`config.mk`:
```
export PLATFORM = sky130hd
export DESIGN_NAME = tick_timer8
export DESIGN_NICKNAME = d
export VERILOG_FILES = /design/src/rtl/tmr_pkg.sv /design/src/rtl/tmr_edge_sync.sv /design/src/rtl/tmr_phase.sv /design/src/rtl/tmr_prescaler.sv /design/src/rtl/tick_timer8.sv
export SDC_FILE = /design/constraint.sdc
export NUM_CORES = 1
export LEC_CHECK = 0
export CORE_MARGIN = 8
export CORE_UTILIZATION = 30
export CTS_CLUSTER_DIAMETER = 50
export CTS_CLUSTER_SIZE = 40
export DETAILED_ROUTE_END_ITERATION = 12
export HOLD_SLACK_MARGIN = 0.02
export PLACE_DENSITY = 0.5
export SYNTH_ARGS = -nofsm -noshare
export SYNTH_HDL_FRONTEND = slang
export SYNTH_SLANG_ARGS = --single-unit
```
`constraint.sdc`:
```
create_clock -name clk -period 6.7 [get_ports clk]
set_clock_uncertainty 0.1 [all_clocks]
set_input_delay 1.34 -clock clk [delete_from_list [all_inputs] [get_ports clk]]
set_output_delay 1.34 -clock clk [all_outputs]
set_load 0.02 [all_outputs]
```
`src/rtl/tmr_pkg.sv`:
```
package tmr_pkg;

    localparam int CNT_W = 8;
    localparam int PSC_W = 8;

    typedef enum logic [1:0] {
        REG_COUNT = 2'd0,
        REG_OPT   = 2'd1,
        REG_FLAG  = 2'd2,
        REG_NONE  = 2'd3
    } reg_sel_e;

    // option layout: [5] external source, [4] falling edge, [3] prescaler on, [2:0] ratio
    typedef struct packed {
        logic       ext_src;
        logic       fall_edge;
        logic       psc_on;
        logic [2:0] ratio;
    } opt_t;

    // low-bit mask whose all-ones state marks the last event of a 2^(r+1) group
    function automatic logic [PSC_W-1:0] ratio_mask(input logic [2:0] r);
        logic [PSC_W:0] t;
        t = ((PSC_W+1)'(2) << r) - (PSC_W+1)'(1);
        return t[PSC_W-1:0];
    endfunction

endpackage

```
`src/rtl/tmr_edge_sync.sv`:
```
module tmr_edge_sync #(
    parameter int STAGES = 2
) (
    input  logic clk,
    input  logic rst,
    input  logic pin,
    input  logic fall_sel,
    output logic edge_pulse
);
    logic [STAGES-1:0] chain;
    logic              prev;
    logic              rise_ev;
    logic              fall_ev;

    for (genvar i = 0; i < STAGES; i++) begin : g_stage
        if (i == 0) begin : g_first
            always_ff @(posedge clk) begin
                if (rst) chain[0] <= 1'b0;
                else     chain[0] <= pin;
            end
        end else begin : g_next
            always_ff @(posedge clk) begin
                if (rst) chain[i] <= 1'b0;
                else     chain[i] <= chain[i-1];
            end
        end
    end

    always_ff @(posedge clk) begin
        if (rst) prev <= 1'b0;
        else     prev <= chain[STAGES-1];
    end

    assign rise_ev    = chain[STAGES-1] & ~prev;
    assign fall_ev    = ~chain[STAGES-1] & prev;
    assign edge_pulse = fall_sel ? fall_ev : rise_ev;

    // a synchronised level change yields one pulse only
    a_r4_single_rise: assert property (@(posedge clk) disable iff (rst)
        rise_ev |=> !rise_ev);
    // same for falling transitions
    a_r5_single_fall: assert property (@(posedge clk) disable iff (rst)
        fall_ev |=> !fall_ev);

endmodule

```
`src/rtl/tmr_phase.sv`:
```
module tmr_phase #(
    parameter int PER = 4
) (
    input  logic clk,
    input  logic rst,
    input  logic restart,
    output logic tick
);
    localparam int PH_W = (PER > 1) ? $clog2(PER) : 1;
    localparam logic [PH_W-1:0] LAST = PH_W'(PER - 1);

    logic [PH_W-1:0] phase;

    always_ff @(posedge clk) begin
        if (rst || restart)     phase <= '0;
        else if (phase == LAST) phase <= '0;
        else                    phase <= phase + 1'b1;
    end

    assign tick = (phase == LAST);

    // instruction ticks are never back to back
    a_r2_tick_gap: assert property (@(posedge clk) disable iff (rst)
        tick |=> !tick);

endmodule

```
`src/rtl/tmr_prescaler.sv`:
```
module tmr_prescaler
    import tmr_pkg::*;
(
    input  logic       clk,
    input  logic       rst,
    input  logic       clear,
    input  logic       enable,
    input  logic [2:0] ratio,
    input  logic       src_ev,
    output logic       fire
);
    logic [PSC_W-1:0] psc;
    logic [PSC_W-1:0] mask;

    assign mask = ratio_mask(ratio);

    always_ff @(posedge clk) begin
        if (rst || clear)         psc <= '0;
        else if (enable && src_ev) psc <= psc + 1'b1;
    end

    assign fire = enable ? (src_ev && ((psc & mask) == mask)) : src_ev;

    // after the prescaler fires, its masked group restarts from zero
    a_r3_group_wrap: assert property (@(posedge clk) disable iff (rst)
        (enable && fire && !clear) |=> ((psc & $past(mask)) == '0));

endmodule

```
`src/rtl/tick_timer8.sv`:
```
module tick_timer8
    import tmr_pkg::*;
#(
    parameter int CYC_PER_INSTR = 4,
    parameter int INHIBIT_INSTR = 2,
    parameter int SYNC_STAGES   = 2
) (
    input  logic             clk,
    input  logic             rst,
    input  logic             ext_pin,
    input  logic             wr_en,
    input  logic [1:0]       reg_addr,
    input  logic [CNT_W-1:0] wr_data,
    output logic [CNT_W-1:0] rd_data,
    output logic             ovf_flag
);
    localparam int INH_CLKS = CYC_PER_INSTR * INHIBIT_INSTR;
    localparam int INH_W    = $clog2(INH_CLKS + 1);

    logic [CNT_W-1:0] count_q;
    opt_t             opt_q;
    logic             flag_q;
    logic [INH_W-1:0] inh_q;

    logic wr_count, wr_opt, wr_flag;
    logic tick, edge_pulse, src_ev, inc;

    assign wr_count = wr_en && (reg_sel_e'(reg_addr) == REG_COUNT);
    assign wr_opt   = wr_en && (reg_sel_e'(reg_addr) == REG_OPT);
    assign wr_flag  = wr_en && (reg_sel_e'(reg_addr) == REG_FLAG);

    tmr_phase #(.PER(CYC_PER_INSTR)) u_phase (
        .clk(clk), .rst(rst), .restart(wr_count), .tick(tick)
    );

    tmr_edge_sync #(.STAGES(SYNC_STAGES)) u_sync (
        .clk(clk), .rst(rst), .pin(ext_pin),
        .fall_sel(opt_q.fall_edge), .edge_pulse(edge_pulse)
    );

    assign src_ev = (opt_q.ext_src ? edge_pulse : tick) && (inh_q == '0);

    tmr_prescaler u_psc (
        .clk(clk), .rst(rst), .clear(wr_count), .enable(opt_q.psc_on),
        .ratio(opt_q.ratio), .src_ev(src_ev), .fire(inc)
    );

    always_ff @(posedge clk) begin
        if (rst) begin
            count_q <= '0;
            opt_q   <= '0;
            flag_q  <= 1'b0;
            inh_q   <= '0;
        end else begin
            if (wr_count)  count_q <= wr_data;
            else if (inc)  count_q <= count_q + 1'b1;

            if (wr_count)           inh_q <= INH_W'(INH_CLKS);
            else if (inh_q != '0)   inh_q <= inh_q - 1'b1;

            if (wr_opt) opt_q <= opt_t'(wr_data[5:0]);

            if (inc && !wr_count && (count_q == '1)) flag_q <= 1'b1;
            else if (wr_flag && !wr_data[0])         flag_q <= 1'b0;
        end
    end

    always_comb begin
        case (reg_sel_e'(reg_addr))
            REG_COUNT: rd_data = count_q;
            REG_OPT:   rd_data = {2'b00, opt_q};
            REG_FLAG:  rd_data = {{(CNT_W-1){1'b0}}, flag_q};
            default:   rd_data = '0;
        endcase
    end

    assign ovf_flag = flag_q;

    // a count write is visible on the next cycle
    a_r6_load: assert property (@(posedge clk) disable iff (rst)
        $past(wr_en && reg_addr == 2'd0) |-> (count_q == $past(wr_data)));
    // outside of loads the count only steps by one
    a_r2_step_one: assert property (@(posedge clk) disable iff (rst)
        (!$past(wr_en && reg_addr == 2'd0) && (count_q != $past(count_q)))
            |-> (count_q == $past(count_q) + 1'b1));
    // no increment while the post-write hold runs
    a_r7_hold: assert property (@(posedge clk) disable iff (rst)
        ((inh_q != '0) && !(wr_en && reg_addr == 2'd0)) |=> (count_q == $past(count_q)));
    // the flag rises only on a rollover
    a_r8_flag_rise: assert property (@(posedge clk) disable iff (rst)
        $rose(ovf_flag) |-> (($past(count_q) == '1) && (count_q == '0)));
    // the flag stays set unless the flag register is written
    a_r8_flag_sticky: assert property (@(posedge clk) disable iff (rst)
        (ovf_flag && !(wr_en && reg_addr == 2'd2)) |=> ovf_flag);

endmodule

```
# ---- After elaboration in Yosys (flattened, before gate mapping)
# Cells that the tools add are included.
# W data, S select, Z words.
dict set report word_totals {
  ff_bits 32
  latch_bits 0
  ramBits 0
  romBits 0
  input_bits 14
  out_inout_bits 9
  word_cells 59
  n_memories 0
}
dict set report classes {
  n_addsub 5
  multipliers 0
  div_mod_pow 0
  order_cmp 0
  eq_ne 5
  n_shift 1
  n_mux 10
  bitwise 5
  reduce_logical 20
}
# op n
set ops {}
lappend ops {{$pmux W8 S3} 1}
lappend ops {{$add A8 B1 Y8 const B} 2}
lappend ops {{$mux W8} 2}
lappend ops {{$logic_and A1 B1 Y1} 9}
lappend ops {{$and A8 B8 Y8} 1}
lappend ops {{$eq A8 B8 Y1} 1}
lappend ops {{$eq A8 B8 Y1 const B} 1}
lappend ops {{$mux W4} 2}
lappend ops {{$shl A2 B3 Y8 const A} 1}
lappend ops {{$sub A8 B2 Y8 const B} 1}
lappend ops {{$reduce_bool A2 Y1} 3}
lappend ops {{$mux W1} 5}
lappend ops {{$eq A2 B2 Y1 const B} 2}
lappend ops {{$logic_not A4 Y1} 1}
lappend ops {{$reduce_bool A4 Y1} 1}
lappend ops {{$reduce_or A2 Y1} 2}
lappend ops {{$sub A4 B1 Y4 const B} 1}
lappend ops {{$add A2 B1 Y2 const B} 1}
lappend ops {{$and A1 B1 Y1} 2}
lappend ops {{$eq A2 B1 Y1 const B} 1}
lappend ops {{$logic_not A1 Y1} 2}
lappend ops {{$logic_not A2 Y1} 1}
lappend ops {{$not A1 Y1} 2}
lappend ops {{$logic_or A1 B1 Y1} 1}

# ---- Logic depth before layout (Yosys ltp)
dict set report logic_depth {
  ltp_word 10
  mapped_depth 10
  depth_no_buf 8
}

# ---- By module
# From an unflattened synthesis, not the netlist that was laid out.
dict set report unflattened {
  cells_unflattened 191
  area_unflattened_um2 1704.1
}
# module instances cells_each area_per_inst_um2 seq_area_each_um2
set by_module_without_submodules {}
lappend by_module_without_submodules {tick_timer8 1 114 1007.2 380.4}
lappend by_module_without_submodules {tmr_prescaler 1 63 515.5 160.2}
lappend by_module_without_submodules {tmr_edge_sync 1 9 101.3 60.1}
lappend by_module_without_submodules {tmr_phase 1 5 80.1 40.0}

# ---- Least setup slack after synthesis
# Ideal clock, no wire load.
dict set report synth_path {
  path_type {input to output}
  startpoint {in reg_addr[0]}
  endpoint {out rd_data[0]}
  arrival_time_ps 2339
  t_required_ps 5260
  slack_ps 2921
  cell_stages 5
  path_buffers 2
  cell_sequence {clkbuf_1 nor2b_1 clkbuf_1 nand2_1 o21ai_0}
}
dict set report synth_via {
  elab_chain_cells 2
  elab_cells_between_ends 4
  cone_classes {2 x eq/ne; 1 x mux; 1 x reduce/logical}
}
# item line_no
set synth_lines {}
lappend synth_lines {{from (decl)} tick_timer8.sv:12} ;# input logic [1:0] reg_addr,
lappend synth_lines {{$eq A2 B2 Y1 (tied with other cells)} tick_timer8.sv:69} ;# case (reg_sel_e'(reg_addr))
lappend synth_lines {{$pmux W8 S3 (*)} tick_timer8.sv:69}
lappend synth_lines {{to (decl)} tick_timer8.sv:14} ;# output logic [CNT_W-1:0] rd_data,
# Every way passes the cells marked *; elsewhere a longest branch is shown, timed or not.

# ---- Worst setup path in the final report
# Ends and elaborated chain as after synthesis.

==> flow_summary.toml <==
[outcome]
status = "complete, no violations"

[global_routing]
grt_max_degree = 21
grtUsageMet1_pct = 14.1
gr-total-overflow = 0
antenna_found_initial = 0
track_usage_pct = 10.7
gr-max-usage-layer = "met2"
grt_pass1_wl_mm = 7.40
grt_use_met2_pct = 16.5
use_met3_pct = 2.35
grt_pass1_vias = 1523

[cts]
cts.clk_slew.worst_paths_ns = 0.06
htree_levels = 2
cts_sinks = 32
holdBufCountCts = 0
clkLatencyLatePin_ns = 0.28
clock_path_buffers = 2
cts_resized = 0
cts-root-buf = "clkbuf_8"
cts_tree = "done"
post_cts_buffers = 0
cts_made_buffers = 5

[floorplan]
die_w_microns = 92.7
fp.dieH_microns = 92.7
core_area_sq_mm = 0.00582
dieArea_sq_mm = 0.00859
io_pins = 23
rows = 28
initial_core_util_pct = 30.3

[detailed_routing]
drtIter0Drc = 103
firstDrtPassIters = 4
drc = 0
drtAntennaViolNets = 0
vias_per_cell = 5.12
vias = 1593
drt_wl_total_mm = 4.44
wl_per_cell_microns = 14.3

[place]
gp_congestion = 0.799
dpl-instance-area_sq_mm = 0.00201
hpwl_mm = 3.25
portBuffers = 22

[job]
maxCapViolCount = 0

[setup_path]
r2r_cells = 7
crit_path_end = "rd_data[0]"
crit_arrival_ns = 3.41
required_ns = 5.26
worstReg2RegStart = "opt_q[0]"
end_kind = "output port"
crit_type = "input port to output port"
path_max_fanout = 9
regToRegSetupSlack_ns = 3.84
critPathLaunch = "reg_addr[0]"
r2r-end = "count_q[7]"
crit_path_start_kind = "input port"

[logic_synthesis]
netlist_instances = 219
synth.area.top_cells = "dfxtp_1 36%, nor2_1 6.4%, nand2_1 5.7%"
syn_nets = 239
synthDistinctLibCells = 39
netlist.area_leader.share_pct = 36.3
yosys.area.top_type = "dfxtp_1"
yosys_register_bits = 32
ys_warn_count = 0
postSynthAreaPerCell_sq_um = 8.05
synth_flop_cell = "dfxtp_1"
synth-edff-count = 0
syn_area_sq_mm = 0.00176
seq_area_frac_synth_pct = 36.3
async_reset_ff_share_pct = 0

[layout]
num-nets-final = 256
design_area_sq_mm = 0.00209
ff_latch_area_sq_um = 641
layout-drive-gt1-share_pct = 4.66
area_growth_pct = 18.6
utilization_pct = 36.0
fillCellCount = 645
diodes = 0
multi_input_area_sq_mm = 0.00103

[pwr]
p_int_mw = 0.325
power_mw = 0.468
comb_power_share_pct = 22.3
seq_power_share_pct = 47.6
ir_drop_mv = 0.0927
powerDensity_mw_per_mm2 = 224
p_leak_nw = 0.752
clkPwrFrac_pct = 30.2
swShare_pct = 30.6
power.switching_mw = 0.143

[min_path]
hp-start = "u_phase.phase[0]"
holdCritPathClass = "flop to flop"

[sta]
fin_crit_ns = 4.85
slew-limit-headroom_pct = 45.0
setup_violations = 0
finalCritPeriodShare_pct = 72.4
hold_viol = 0
worst_pin_slew_ns = 0.818
setup_tns_ns = 0
finalMaxSlewViolations = 0
rsz0062_at_grt = "false"
fmax_ghz = 0.206
==> worst min-delay path by stage <==
stage,endpoint,slack (ns),cells past startpoint
after detailed placement,u_phase.phase[0],0.33,1
after floorplan,u_phase.phase[0],0.31,1
after CTS,u_phase.phase[0],0.33,1
after global placement,u_sync.chain[1],0.32,1
final,u_phase.phase[0],0.33,1
after global routing,u_phase.phase[0],0.34,1
==> metrics by stage <==
| step | hold WS (ns) | worst slack, ns | std cells |
|---|---|---|---|
| 2_1_floorplan | 0.308 | 2.92 | 219 |
| 3_3_place_gp | 0.319 | 1.93 | 304 |
| 3_5_place_dp | 0.326 | 1.88 | 304 |
| 4_1_cts | 0.334 | 1.87 | 311 |
| 5_1_grt | 0.338 | 1.68 | 311 |
| 6_report | 0.329 | 1.85 | 311 |
==> cell usage in the layout (no fill, tap or decap), drive strengths merged, types with 2 or more instances in the layout <==
master,n
and3,6
nor4,5
nor3b,3
nor2b,4
xor2,7
mux2i,8
dfxtp,32
clkdlybuf4s50,22
nand4,4
a311oi,8
nand2,27
a211oi,2
or3,6
buf,2
ha,6
nor3,6
a21oi,11
o21ai,7
nand3,10
nor2,31
xnor2,2
and2,5
inv,3
clkbuf,6
==> state kept, by name (all words and copies together), names as in the netlist <==
register       flops
count_q            8
inh_q              4
opt_q              6
ovf_flag           1
u_phase.phase      2
u_psc.psc          8
u_sync.chain       2
u_sync.prev        1
==> metal layers <==
metal	routed length (microns)	part of all wire (%)
met1	2160	49
met2	2060	46
met3	154	3.5
met4	62	1.4
met5	0	0
==> critical path: stages <==
cell and delay (ns):
clkdlybuf4s50_1 0.73, nor2b_1 0.51, nand2_1 0.10, o21ai_0 0.09, clkdlybuf4s50_1 0.64
==> layout make-up <==
type / instances / area share [%]
clock buffer: 6 / 3.47
clock inverter: 1 / 0.239
inverter: 3 / 0.539
multi-input combinational: 170 / 49.4
sequential: 32 / 30.6
tap: 75 / 4.49
timing repair buffer: 24 / 11.3
==> synth_stat cells, drive strengths merged, types with 3 or more instances <==
| master | number |
|---|---|
| dfxtp | 32 |
| nor2 | 31 |
| nand2 | 27 |
| a21oi | 11 |
| nand3 | 10 |
| clkbuf | 9 |
| a311oi | 8 |
| mux2i | 8 |
| o21ai | 7 |
| xor2 | 7 |
| and3 | 6 |
| ha | 6 |
| nor3 | 6 |
| or3 | 6 |
| and2 | 5 |
| buf | 5 |
| nor4 | 5 |
| nand4 | 4 |
| nor2b | 4 |
| inv | 3 |
| nor3b | 3 |
==> cell families after synthesis <==
| group | count (synthesis) | share of synthesized area, % |
|---|---|---|
| xor gates and xnor gates | 9 | 4.47 |
| adders and majority gates | 6 | 4.26 |
| AOI/OAI and AO/OA | 36 | 14.1 |
| muxes | 8 | 4.54 |
| buffers and inverters | 17 | 5.11 |
| and+or+nand+nor | 111 | 31.2 |
| DFF | 32 | 36.3 |
==> power groups by stage <==
stage | registers [mW] | clock network (mW) | logic [mW]
5_1_grt | 0.225 | 0.154 | 0.118
3_3_place_gp | 0.227 | 0 | 0.104
2_1_floorplan | 0.221 | 0 | 0.0811
3_5_place_dp | 0.227 | 0 | 0.105
4_1_cts | 0.223 | 0.147 | 0.106
6_report | 0.223 | 0.141 | 0.104
No activity file was read; power rests on OpenSTA's default activity.
